$ cat config.mk
export PLATFORM = sky130hd
export DESIGN_NAME = mfsr_recorder
export DESIGN_NICKNAME = d
export VERILOG_FILES = /design/src/rtl/mfsr_pkg.sv /design/src/rtl/mfsr_encode.sv /design/src/rtl/mfsr_pick.sv /design/src/rtl/mfsr_recorder.sv
export SDC_FILE = /design/constraint.sdc
export NUM_CORES = 1
export LEC_CHECK = 0
export BUFFER_PORTS_ARGS = -buffer_cell sky130_fd_sc_hd__buf_2
export CAP_MARGIN = 20
export CORE_UTILIZATION = 38
export CTS_CLUSTER_DIAMETER = 30
export DETAILED_ROUTE_END_ITERATION = 16
export PLACE_DENSITY = 0.79
export RECOVER_POWER = 25
export REMOVE_ABC_BUFFERS = 1
export SLEW_MARGIN = 10
export SYNTH_ARGS = -nofsm -noshare
export SYNTH_HDL_FRONTEND = slang
export SYNTH_SLANG_ARGS = --single-unit
$ cat constraint.sdc
create_clock -name clk -period 2.01 [get_ports clk]
set_input_delay 0.3015 -clock clk [delete_from_list [all_inputs] [get_ports clk]]
set_output_delay 0.3015 -clock clk [all_outputs]
set_load 0.02 [all_outputs]
$ cat src/rtl/mfsr_pkg.sv
package mfsr_pkg;

    localparam int CODE_W = 4;

    localparam logic [CODE_W-1:0] KIND_NONE     = 4'h0;
    localparam logic [CODE_W-1:0] KIND_RESERVED = 4'h2;
    localparam logic [CODE_W-1:0] PAGE_BIT_MASK = 4'h2;

    // Kinds whose page variant is formed by setting bit 1
    function automatic logic has_page_form(input logic [CODE_W-1:0] kind);
        return (kind == 4'h4) || (kind == 4'h5) || (kind == 4'h8) ||
               (kind == 4'h9) || (kind == 4'hD);
    endfunction

    // A strobe carrying this kind produces a record
    function automatic logic is_recordable(input logic [CODE_W-1:0] kind);
        return (kind != KIND_NONE) && (kind != KIND_RESERVED);
    endfunction

endpackage

$ cat src/rtl/mfsr_encode.sv
module mfsr_encode
    import mfsr_pkg::*;
#(
    parameter int NSRC = 3
) (
    input  logic [NSRC-1:0]        valid_i,
    input  logic [NSRC*CODE_W-1:0] kind_i,
    input  logic [NSRC-1:0]        page_i,
    output logic [NSRC*CODE_W-1:0] code_o,
    output logic [NSRC-1:0]        live_o
);

    for (genvar s = 0; s < NSRC; s++) begin : g_src
        logic [CODE_W-1:0] kind_s;
        assign kind_s = kind_i[s*CODE_W +: CODE_W];

        always_comb begin
            code_o[s*CODE_W +: CODE_W] = kind_s;
            if (page_i[s] && has_page_form(kind_s))
                code_o[s*CODE_W +: CODE_W] = kind_s | PAGE_BIT_MASK;
            live_o[s] = valid_i[s] && is_recordable(kind_s);
        end
    end

endmodule

$ cat src/rtl/mfsr_pick.sv
module mfsr_pick #(
    parameter int NSRC  = 3,
    parameter int REC_W = 40
) (
    input  logic [NSRC-1:0]       live_i,
    input  logic [NSRC*REC_W-1:0] rec_i,
    output logic                  hit_o,
    output logic [REC_W-1:0]      rec_o
);

    always_comb begin
        hit_o = 1'b0;
        rec_o = '0;
        // walk from the lowest priority up so source 0 overwrites last
        for (int s = NSRC - 1; s >= 0; s--) begin
            if (live_i[s]) begin
                hit_o = 1'b1;
                rec_o = rec_i[s*REC_W +: REC_W];
            end
        end
    end

endmodule

$ cat src/rtl/mfsr_recorder.sv
module mfsr_recorder
    import mfsr_pkg::*;
#(
    parameter int NSRC   = 3,
    parameter int DOM_W  = 4,
    parameter int ADDR_W = 32
) (
    input  logic                    clk,
    input  logic                    rst_n,
    input  logic                    clr,
    input  logic [NSRC-1:0]         flt_valid,
    input  logic [NSRC*CODE_W-1:0]  flt_kind,
    input  logic [NSRC-1:0]         flt_page,
    input  logic [NSRC*DOM_W-1:0]   flt_domain,
    input  logic [NSRC*ADDR_W-1:0]  flt_vaddr,
    output logic [DOM_W+CODE_W-1:0] status_o,
    output logic [ADDR_W-1:0]       addr_o
);

    localparam int STAT_W = DOM_W + CODE_W;
    localparam int REC_W  = STAT_W + ADDR_W;

    typedef struct packed {
        logic [STAT_W-1:0] stat;
        logic [ADDR_W-1:0] addr;
    } rec_t;

    logic [NSRC*CODE_W-1:0] code_w;
    logic [NSRC-1:0]        live_w;
    logic [NSRC*REC_W-1:0]  recs_w;
    logic                   hit_w;
    logic [REC_W-1:0]       pick_w;

    rec_t rec_d, rec_q;

    mfsr_encode #(.NSRC(NSRC)) u_encode (
        .valid_i (flt_valid),
        .kind_i  (flt_kind),
        .page_i  (flt_page),
        .code_o  (code_w),
        .live_o  (live_w)
    );

    for (genvar s = 0; s < NSRC; s++) begin : g_rec
        assign recs_w[s*REC_W +: REC_W] = {flt_domain[s*DOM_W +: DOM_W],
                                           code_w[s*CODE_W +: CODE_W],
                                           flt_vaddr[s*ADDR_W +: ADDR_W]};
    end

    mfsr_pick #(.NSRC(NSRC), .REC_W(REC_W)) u_pick (
        .live_i (live_w),
        .rec_i  (recs_w),
        .hit_o  (hit_w),
        .rec_o  (pick_w)
    );

    always_comb begin
        rec_d = rec_q;
        if (hit_w)
            rec_d = rec_t'(pick_w);
        else if (clr)
            rec_d = '0;
    end

    always_ff @(posedge clk) begin
        if (!rst_n)
            rec_q <= '0;
        else
            rec_q <= rec_d;
    end

    assign status_o = rec_q.stat;
    assign addr_o   = rec_q.addr;

    // Source-0 view and an independent "anything recordable" flag
    logic [CODE_W-1:0] kind0_w;
    logic              live0_w;
    logic              any_live_w;
    assign kind0_w = flt_kind[CODE_W-1:0];
    assign live0_w = flt_valid[0] && (kind0_w != 4'h0) && (kind0_w != 4'h2);
    always_comb begin
        any_live_w = 1'b0;
        for (int s = 0; s < NSRC; s++)
            if (flt_valid[s] && (flt_kind[s*CODE_W +: CODE_W] != 4'h0) &&
                (flt_kind[s*CODE_W +: CODE_W] != 4'h2))
                any_live_w = 1'b1;
    end

    AST_RESET_ZERO: assert property (@(posedge clk)
        !rst_n |=> (status_o == '0 && addr_o == '0));

    AST_PAGE_FORM: assert property (@(posedge clk) disable iff (!rst_n)
        (live0_w && flt_page[0] && (kind0_w == 4'h5 || kind0_w == 4'h9))
        |=> status_o[1]);

    AST_DOMAIN_KEPT: assert property (@(posedge clk) disable iff (!rst_n)
        live0_w |=> status_o[STAT_W-1:CODE_W] == $past(flt_domain[DOM_W-1:0]));

    AST_SRC0_WINS: assert property (@(posedge clk) disable iff (!rst_n)
        live0_w |=> addr_o == $past(flt_vaddr[ADDR_W-1:0]));

    AST_CLEAR_ZERO: assert property (@(posedge clk) disable iff (!rst_n)
        (clr && !any_live_w) |=> (status_o == '0 && addr_o == '0));

    AST_HOLD_IDLE: assert property (@(posedge clk) disable iff (!rst_n)
        (!clr && !any_live_w) |=> ($stable(status_o) && $stable(addr_o)));

    AST_NO_CODE2: assert property (@(posedge clk) disable iff (!rst_n)
        status_o[CODE_W-1:0] != 4'h2);

endmodule

## Word level (Yosys, flattened, before mapping)

Cells that the tools add are included.

| operators by class | value |
|---|---|
| add/subtract/negate cells | 0 |
| multipliers | 0 |
| div/mod/pow operators | 0 |
| magnitude comparators | 0 |
| eq/ne operators | 18 |
| shift operators | 0 |
| multiplexer cells | 11 |
| bitwise gates (word level) | 0 |
| reduce and logical (&&, ||, !) cells | 25 |

Operator list:

| cell | count |
|---|---|
| 40-bit two-way mux | 5 |
| 4-bit equality test (second input constant) | 9 |
| 4-bit by 3-bit equality test with 1-bit output (second input constant) | 6 |
| 1-bit logical OR | 12 |
| 4-bit by 2-bit != test with 1-bit output (second input constant) | 3 |
| 4-bit nonzero test | 3 |
| 1-bit logical AND | 9 |
| 2-bit two-way mux | 3 |
| 1-bit two-way mux | 3 |
| 2-bit nonzero test | 1 |

| storage, ports and cells | value |
|---|---|
| register bits after elaboration | 40 |
| latch bits | 0 |
| RAM bits | 0 |
| memory bits (read-only) | 0 |
| bits of input ports | 129 |
| output and inout bits | 40 |
| word-level logic and storage cells | 56 |
| memories kept | 0 |

## Logic depth before layout (Yosys ltp)

Gate-level depths: netlist of run 1.

| depth | value |
|---|---|
| word-level depth | 11 |
| depth in mapped cells | 6 |
| mapped depth without buffers | 4 |

## Cells and area by module

Synthesis of run 1 repeated with hierarchy kept, for this count alone.

| unflattened totals | value |
|---|---|
| cell total of the unflattened synthesis | 381 |
| area total of the unflattened synthesis | 3191.8 µm² |

By module, submodules not included:

| module | instances | cells each | area an instance (µm²) | seq. area each (µm²) |
|---|---|---|---|---|
| mfsr_recorder | 1 | 177 | 1915.6 | 800.8 |
| mfsr_pick | 1 | 183 | 1114.8 | 0.0 |
| mfsr_encode | 1 | 21 | 161.4 | 0.0 |

## Least setup slack after synthesis of run 1

OpenSTA, ideal clock, no wires.

| timing | value |
|---|---|
| path type | input-to-reg |
| start point | input port flt_kind[4] |
| end point | register rec_q (netlist bit addr_o[28]) |
| library setup time | 0.122 ns |
| arrival | 1.444 ns |
| data required time | 1.888 ns |
| slack | 0.445 ns |
| stages on the path | 5 |
| buffers on the path | 1 |
| cells stage by stage | o31a_1 > o211ai_2 > buf_2 > a21oi_1 > a221o_1 |

| between the ends | value |
|---|---|
| cells in the longest elaborated chain, start to end | 6 |
| elaborated cells between the ends (all ways) | 10 |
| those cells by class | eq/ne: 1; mux: 5; reduce/logical: 4 |

Ends and longest elaborated chain:

| what | line | RTL |
|---|---|---|
| start: declaration | mfsr_recorder.sv:12 | `input logic [NSRC*CODE_W-1:0] flt_kind,` |
| 4-bit by 2-bit != test with 1-bit output or 4-bit nonzero test (tied branches) | mfsr_pkg.sv:17 | `return (kind != KIND_NONE) && (kind != KIND_RESERVED);` |
| 1-bit logical AND * | mfsr_pkg.sv:17 |  |
| 1-bit logical AND * | mfsr_encode.sv:21 | `live_o[s] = valid_i[s] && is_recordable(kind_s);` |
| 40-bit two-way mux or 1-bit two-way mux (tied branches) (2 in series) | mfsr_pick.sv:16 | `if (live_i[s]) begin` |
| 40-bit two-way mux or 2-bit nonzero test (tied branches) | n/a |  |
| end signal: assignment | mfsr_recorder.sv:69 | `rec_q <= rec_d;` |
| end: declaration | mfsr_recorder.sv:34 | `rec_t rec_d, rec_q;` |

Mark *: on every way between the ends. The rest lies on a longest branch, timed or not.
A chain may end at the register's enable or synchronous reset.

## Worst setup path in the final report of run 1

| timing | value |
|---|---|
| start point | input port flt_kind[4] |
| end point | register rec_q (netlist bit addr_o[22]) |

The elaborated chain is that of the path after synthesis.

==> flow_summary.ini, run 1 <==
[outcome]
status = complete, no violations

[floorplan]
fp.dieH_um = 73.7
initial_core_util_pct = 40.5
floorplan.rows = 25
dieArea_um2 = 5430
die_w_um = 73.7
io_pins = 169
core_um2 = 4820

[worst_setup_path]
path_delay_family = compound AO/OA/AOI/OAI gates
rr_worst_depth = 2
path_max_fanout = 17
arrival_ns = 1.63
crit_required_ns = 2.18
crit_chain = buf_2 -> o31a_1 -> o211ai_2 -> buf_4 -> a21oi_1 -> a221o_1
cp-end-kind = register
cp.depth = 6
critPathBufInv = 2
cp_slowest_cell = o31a_1
worstSetupPathType = input port to register
slowest_delay_ns = 0.39
cp-start-kind = input port

[routing]
drt-initial-drc-count = 79
dr_total_vias = 2516
routed_wl_um = 6480
viasPerCell = 5.29
drc = 0
dr.pass1.iters = 4
ant_nets = 0
routedWlPerCell_um = 13.6

[layout]
drive_gt1_share_pct = 41.8
fin_nets = 537
antenna_cells = 0
stdcell_area_um2 = 2990
area_growth_pct = 53.2

[placement]
post_dp_cell_area_um2 = 2890
port_buffers = 168
place_ws_ns = 0.250
dpl.hpwl_um = 4830
place.gp.congestion = 0.761

[global_route]
antenna_found_initial = 0
grt_max_degree = 38
grt_pass1_vias = 2343
grt_use_total_pct = 24.2
grt_pass1_wl_um = 10100
overflow = 0

[sta]
fin_ws_ns = 0.550
timing.slew.headroom_pct = 73.2
finalSetupTns_ns = 0
rsz0062_at_grt = false
finalCritPeriodShare_pct = 72.6
final-max-slew-violation-count = 0
clock_skew_ns = 0
worstMarginPinSlew_ns = 0.401
hold_viol_final = 0
setup_viol = 0
clock.fmax_mhz = 685
fin_crit_ns = 1.46

[yosys]
synth_edf_count = 0
synthArstFlopShare_pct = 0
yosys-top-cells-count = nand2_1 (77), dfxtp_1 (40), a221o_1 (38)
synth_top_family_by_area = compound AO/OA/AOI/OAI gates
synth_top_area_cell = dfxtp_1
synth-simple-area-share_pct = 17.4
synthMuxAreaShare_pct = 0
synthXorXnorAreaFrac_pct = 0
ys_top_cells_by_area = dfxtp_1 (41%), a221o_1 (19%), nand2_1 (15%), a21oi_1 (9.2%), buf_2 (1.8%)
synth_top_area_share_pct = 41.0
synthFlopType = dfxtp_1
netlist_area_um2 = 1950
synth_seq_cells = 40
yosysSeqAreaShare_pct = 41.0
syn_inst = 241
avgSynthCellArea_um2 = 8.10
synth.most_common_cell = nand2_1
yosysUniqueCellTypes = 24
synth-compound-area-share_pct = 36.5
synthAdderAreaFrac_pct = 0
yosys_warnings = 0

[clocking]
numCtsBuffers = 5
clock_latency_ns = 0.28
cts_tree = built
clock_sink_count = 40
clock-root-buffer = clkbuf_8
postCtsSetupBuffers = 0
ctsHoldBuffers = 0
clock_tree.buffer_depth = 2
ctsResizeCount = 0
cts.htree.levels = 2
clk_pin_slew_worst_paths_ns = 0.08

[power]
powerDensity_nw_per_um2 = 711
p_leak_nw = 1.49
ir_worst_vdd_uv = 332

[hold_path]
min_path_type = input port to register
hold_path_depth = 2

[job]
maxCapViolCount = 0
## stage by stage
step	hold slack (ns)	std cells	total power, mW	util (%)
after detailed placement	0.443	468	1.43	60.0
after global placement	0.431	468	1.42	60.0
after CTS	0.222	476	2.14	62.6
after floorplan	0.439	223	1.17	-
after global routing	0.225	476	2.23	62.1
final	0.229	476	2.13	62.1
## cells in the final DEF, fill, tap and decap left out, types with 3 or more instances in the layout
master / netlist / routed
a21oi_1: 36 / 36
o21ai_0: 4 / 4
buf_2: 7 / 148
a31oi_1: 4 / 4
nor2_1: 6 / 5
clkbuf_8: 0 / 7
buf_4: 1 / 10
clkbuf_1: 5 / 20
nand2_1: 77 / 77
dfxtp_1: 40 / 40
a221o_1: 38 / 38
inv_1: 3 / 3
## worst reg2reg max path, delay by kind of cell (launching register included)
| family | cells | cell delay (ns) |
|---|---|---|
| flops | 1 | 0.31 |
| compound gates | 2 | 0.37 |
## report_power, final
part / leakage, nW / switching, mW / internal (mW)
clock: 0.0645 / 0.282 / 0.438
sequential: 0.332 / 0.0349 / 0.860
combinational: 1.10 / 0.289 / 0.223
total: 1.49 / 0.605 / 1.52
## cell type report
| cell class | count | area [µm²] |
|---|---|---|
| Fill cell | 461 | 1830 |
| Multi-Input combinational cell | 180 | 1080 |
| Timing Repair Buffer | 178 | 891 |
| Sequential cell | 40 | 801 |
| Clock buffer | 7 | 96.3 |
| Tap cell | 67 | 83.8 |
| Clock inverter | 1 | 30.0 |
| Inverter | 3 | 11.3 |
## flip-flops by register name, summed over array words and instances, names as in the netlist
register and flops:
addr_o 32, status_o 8
## metal layers
| layer | track usage (%) | vias to the layer above | share of wire (%) |
|---|---|---|---|
| met5 | 0 | - | 0 |
| met3 | 6.86 | 11 | 8.2 |
| met1 | 25.8 | 1133 | 39 |
| met4 | 8.33 | 0 | 1.5 |
| li1 | - | 1231 | - |
| met2 | 45.3 | 141 | 51 |
## cell families (layout without fill, tap and decap cells)
kind of cell	count (synthesis)	in the layout
flops	40	40
buf+inv	21	189
compound gates	93	93
simple gates	87	87
## path summary, 6_finish.rpt
| kind | from | endpoint | slack (ns) |
|---|---|---|---|
| max | flt_kind[4] | addr_o[22] | 0.55 |
| max reg2reg | status_o[1] | status_o[1] | 1.21 |
| min reg2reg | status_o[0] | status_o[0] | 0.46 |
| min | flt_vaddr[25] | addr_o[25] | 0.23 |
No activity file was read; power rests on OpenSTA's default activity.
==> run 2: changes to the inputs <==
CORE_UTILIZATION = 34   (was 38)
PLACE_DENSITY = 0.75   (was 0.79)
clock period = 1.3 ns   (was 2.01 ns; I/O delays follow)
==> flow_summary.ini, run 2 (same netlist as run 1, synthesis figures left out) <==
[routing]
viasPerCell = 5.28
dr.pass1.iters = 4
drt-initial-drc-count = 116
drc = 0
ant_nets = 0
routedWlPerCell_um = 13.4
dr_total_vias = 2621
routed_wl_um = 6620

[worst_setup_path]
r2r_end = status_o[1]
crit_chain = buf_2 -> o31a_1 -> o211ai_2 -> buf_6 -> a21oi_1 -> a221o_1
cp-end-kind = register
timing.rr.start = status_o[1]
arrival_ns = 1.48
cp-start-kind = input port
cp_slowest_cell = o31a_1
worstSetupPathType = input port to register
r2r_setup_slack_ns = 0.51
rr_worst_depth = 2
crit_required_ns = 1.48
path_max_fanout = 19
slowest_delay_ns = 0.37

[floorplan]
fp.dieH_um = 77.8
floorplan.rows = 27
dieArea_um2 = 6050
initial_core_util_pct = 35.4
die_w_um = 77.8
io_pins = 169
core_um2 = 5510

[clocking]
clock_latency_ns = 0.29
cts_tree = built
numCtsBuffers = 5
clock_sink_count = 40
cts.htree.levels = 2
clock_tree.buffer_depth = 2
clk_pin_slew_worst_paths_ns = 0.08
clock-root-buffer = clkbuf_8

[layout]
final_common_cell = buf_2
fin_nets = 552
fillers = 519
antenna_cells = 0
drive_gt1_share_pct = 46.0
area_growth_pct = 60.0
largest_reg_flops = 32
layout_common_cells = buf_2 (157), nand2_1 (77), dfxtp_1 (40)

[sta]
timing.slew.headroom_pct = 72.9
clock_skew_ns = 0
setup_viol = 1
finalCritPeriodShare_pct = 100
worstMarginPinSlew_ns = 0.407
final-max-slew-violation-count = 0
clock.fmax_mhz = 768
fin_crit_ns = 1.30
hold_viol_final = 0
finalSetupTns_ns = -0.00194
rsz0062_at_grt = true
fin_ws_ns = -0.00194

[global_route]
grt_use_total_pct = 22.3
grt_max_degree = 38
antenna_found_initial = 0
grt_pass1_vias = 2506
grt_pass1_wl_um = 10800
overflow = 0

[power]
total_power_mw = 3.29
ir_worst_vdd_uv = 446
p_leak_nw = 1.60
powerDensity_nw_per_um2 = 1050

[hold_path]
whs_endpoint = addr_o[1]
min_path_type = input port to register
hp-start = flt_vaddr[1]
hold_path_depth = 2

[placement]
place.gp.congestion = 0.774
port_buffers = 168
dpl.hpwl_um = 5020

[outcome]
status = complete, but fails checks
violations = negative setup slack

[job]
maxCapViolCount = 0
## run 2: worst max path at each step
stage                           start           to  slack (ns)  depth (start not counted)
final                     flt_kind[4]   addr_o[31]      -0.002                          6
after detailed placement  flt_kind[4]   addr_o[31]       -0.33                          6
after global routing      flt_kind[4]   addr_o[31]       -0.04                          6
after floorplan           flt_kind[4]    addr_o[0]       -1.71                          3
after CTS                 flt_kind[4]   addr_o[31]       0.006                          6
after global placement    flt_kind[4]  status_o[5]       -0.28                          6
## run 2: through the flow
step	instances	util [%]	instance area (µm²)	hold slack [ns]	setup slack, ns
floorplan	223	-	1860	0.333	-1.71
global placement	488	54.6	3010	0.416	-0.278
detailed placement	488	54.6	3010	0.424	-0.327
CTS	496	57.0	3140	0.113	0.00579
global route	496	56.7	3120	0.115	-0.0415
finish	496	56.7	3120	0.125	-0.00194
## run 2: what timing repair did
action,CTS,global route
resized for setup,2,0
cloned,0,0
hold buffers,0,0
setup buffers,0,0
endpoints found under the setup margin,2,29
## run 2: routing by layer
metal	part of all wire, %	track usage, %	wire length (µm)
met1	41	24.1	2690
met2	50	41.1	3310
met4	2.0	10.2	130
met3	7.4	4.71	490
met5	0	0	0
## run 2: power breakdown
part | leakage [nW] | switching, mW | internal, mW
sequential | 0.332 | 0.0540 | 1.33
combinational | 1.21 | 0.457 | 0.383
clock | 0.0614 | 0.440 | 0.628
## run 2: cell type report
cell class                      count  area (µm²)  area share [%]
Timing Repair Buffer              193        1020            32.7
Tap cell                           72        90.1            2.88
Multi-Input combinational cell    180        1080            34.5
Clock buffer                        6        82.6            2.64
Inverter                            3        11.3           0.361
Clock inverter                      2        38.8            1.24
Sequential cell                    40         801            25.6
## run 2: worst max-delay path: cells and delay by family
family | cells | cell delay (ns)
AO/OA/AOI/OAI | 4 | 0.96
buffers and inverters | 2 | 0.33
==> run 3: changes to the inputs <==
CORE_UTILIZATION = 23   (was 34)
PLACE_DENSITY = 0.54   (was 0.75)
==> flow_summary.ini, run 3 (same netlist as run 1, synthesis figures left out) <==
[sta]
timing.slew.headroom_pct = 62.0
fin_crit_ns = 1.32
finalCritPeriodShare_pct = 101
final-max-slew-violation-count = 0
clock.fmax_mhz = 760
clock_skew_ns = 0
rsz0062_at_grt = true
setup_viol = 14
hold_viol_final = 0
fin_ws_ns = -0.0161
worstMarginPinSlew_ns = 0.569
hold_ws_ns = 0.128

[clocking]
clock_tree.buffer_depth = 2
clock_sink_count = 40
numCtsBuffers = 5
cts.htree.levels = 2
clk_pin_slew_worst_paths_ns = 0.08
clock_latency_ns = 0.28
ctsHoldBuffers = 0
clock-root-buffer = clkbuf_8
cts_tree = built

[power]
total_power_mw = 3.10
powerDensity_nw_per_um2 = 942
ir_worst_vdd_uv = 422
p_leak_nw = 1.64

[routing]
ant_nets = 0
dr.pass1.iters = 4
drt-initial-drc-count = 74
viasPerCell = 4.70
drc = 0
routedWlPerCell_um = 13.6
routed_wl_um = 7300
dr_total_vias = 2517

[global_route]
grt_use_total_pct = 14.7
grt_pass1_vias = 2280
overflow = 0
antenna_found_initial = 0
grt_pass1_wl_um = 10300
grt_max_degree = 38

[outcome]
status = complete, but fails checks
violations = negative setup slack

[layout]
fillers = 880
final_common_cell = buf_2
area_growth_pct = 68.6
utilization_pct = 40.0
antenna_cells = 0
largest_reg_flops = 32
layout_common_cells = buf_2 (154), nand2_1 (77), dfxtp_1 (40)
fin_nets = 560
drive_gt1_share_pct = 46.6
final_cells = 536

[floorplan]
die_w_um = 94.1
fp.dieH_um = 94.1
initial_core_util_pct = 23.8
io_pins = 169
floorplan.rows = 33
core_um2 = 8220
dieArea_um2 = 8860

[worst_setup_path]
worstSetupPathType = input port to register
cp-start-kind = input port
path_max_fanout = 8
cp-end-kind = register
crit_required_ns = 1.47
rr_worst_depth = 2
arrival_ns = 1.49

[placement]
placedCellCount = 522
port_buffers = 168
dpl.hpwl_um = 5060
place.gp.congestion = 0.847

[job]
maxCapViolCount = 0

[hold_path]
hold_path_depth = 2
min_path_type = input port to register
-- run 3: path summary, 6_finish.rpt --
path	to	start	slack, ns
worst min register to register	status_o[0]	status_o[0]	0.47
worst max-delay path	addr_o[15]	flt_kind[4]	-0.02
worst min-delay path	addr_o[18]	flt_vaddr[18]	0.13
worst max register to register	status_o[1]	status_o[1]	0.48
-- run 3: power breakdown --
group,internal [mW],switching [mW]
clock network,0.364,0.438
logic,0.431,0.484
registers,1.33,0.0521
total,2.12,0.974
-- run 3: cell type report --
cell class,instances,area [µm²],area share (%)
multi-input cells,181,1110,33.9
inverters,3,11.3,0.342
flip-flops and latches,40,801,24.3
clock inverters,2,12.5,0.380
well taps,105,131,3.99
clock buffers,5,68.8,2.09
repair buffers,200,1150,35.0
-- run 3: repair_timing --
| action | in CTS | in global routing |
|---|---|---|
| endpoints found under the setup margin | 1 | 37 |
| cloned | 0 | 3 |
| endpoints found under the hold margin | 0 | 0 |
| setup buffers | 0 | 4 |
| pin swaps | 0 | 2 |
| resized for setup | 1 | 7 |
-- run 3: per-stage QoR --
step / setup TNS (ns) / setup WS [ns] / instance area (µm²)
3_3_place_gp: -11.28 / -0.328 / 3110
5_1_grt: -0.289 / -0.0243 / 3290
6_report: -0.0963 / -0.0161 / 3290
4_1_cts: 0 / 0.0116 / 3190
3_5_place_dp: -11.59 / -0.343 / 3110
2_1_floorplan: -68.03 / -1.71 / 1860
-- run 3: worst max-delay path, cell delays in order --
cell and delay, ns:
buf_2 0.11, o31a_4 0.39, o211ai_4 0.17, buf_4 0.17, clkbuf_16 0.15, a21oi_1 0.04, a221o_1 0.25
-- run 3: per-layer routing --
layer | track usage (%) | routed length [µm]
met2 | 24.5 | 3410
met1 | 17.9 | 3210
met4 | 5.64 | 95
met3 | 3.88 | 586
met5 | 0 | 0
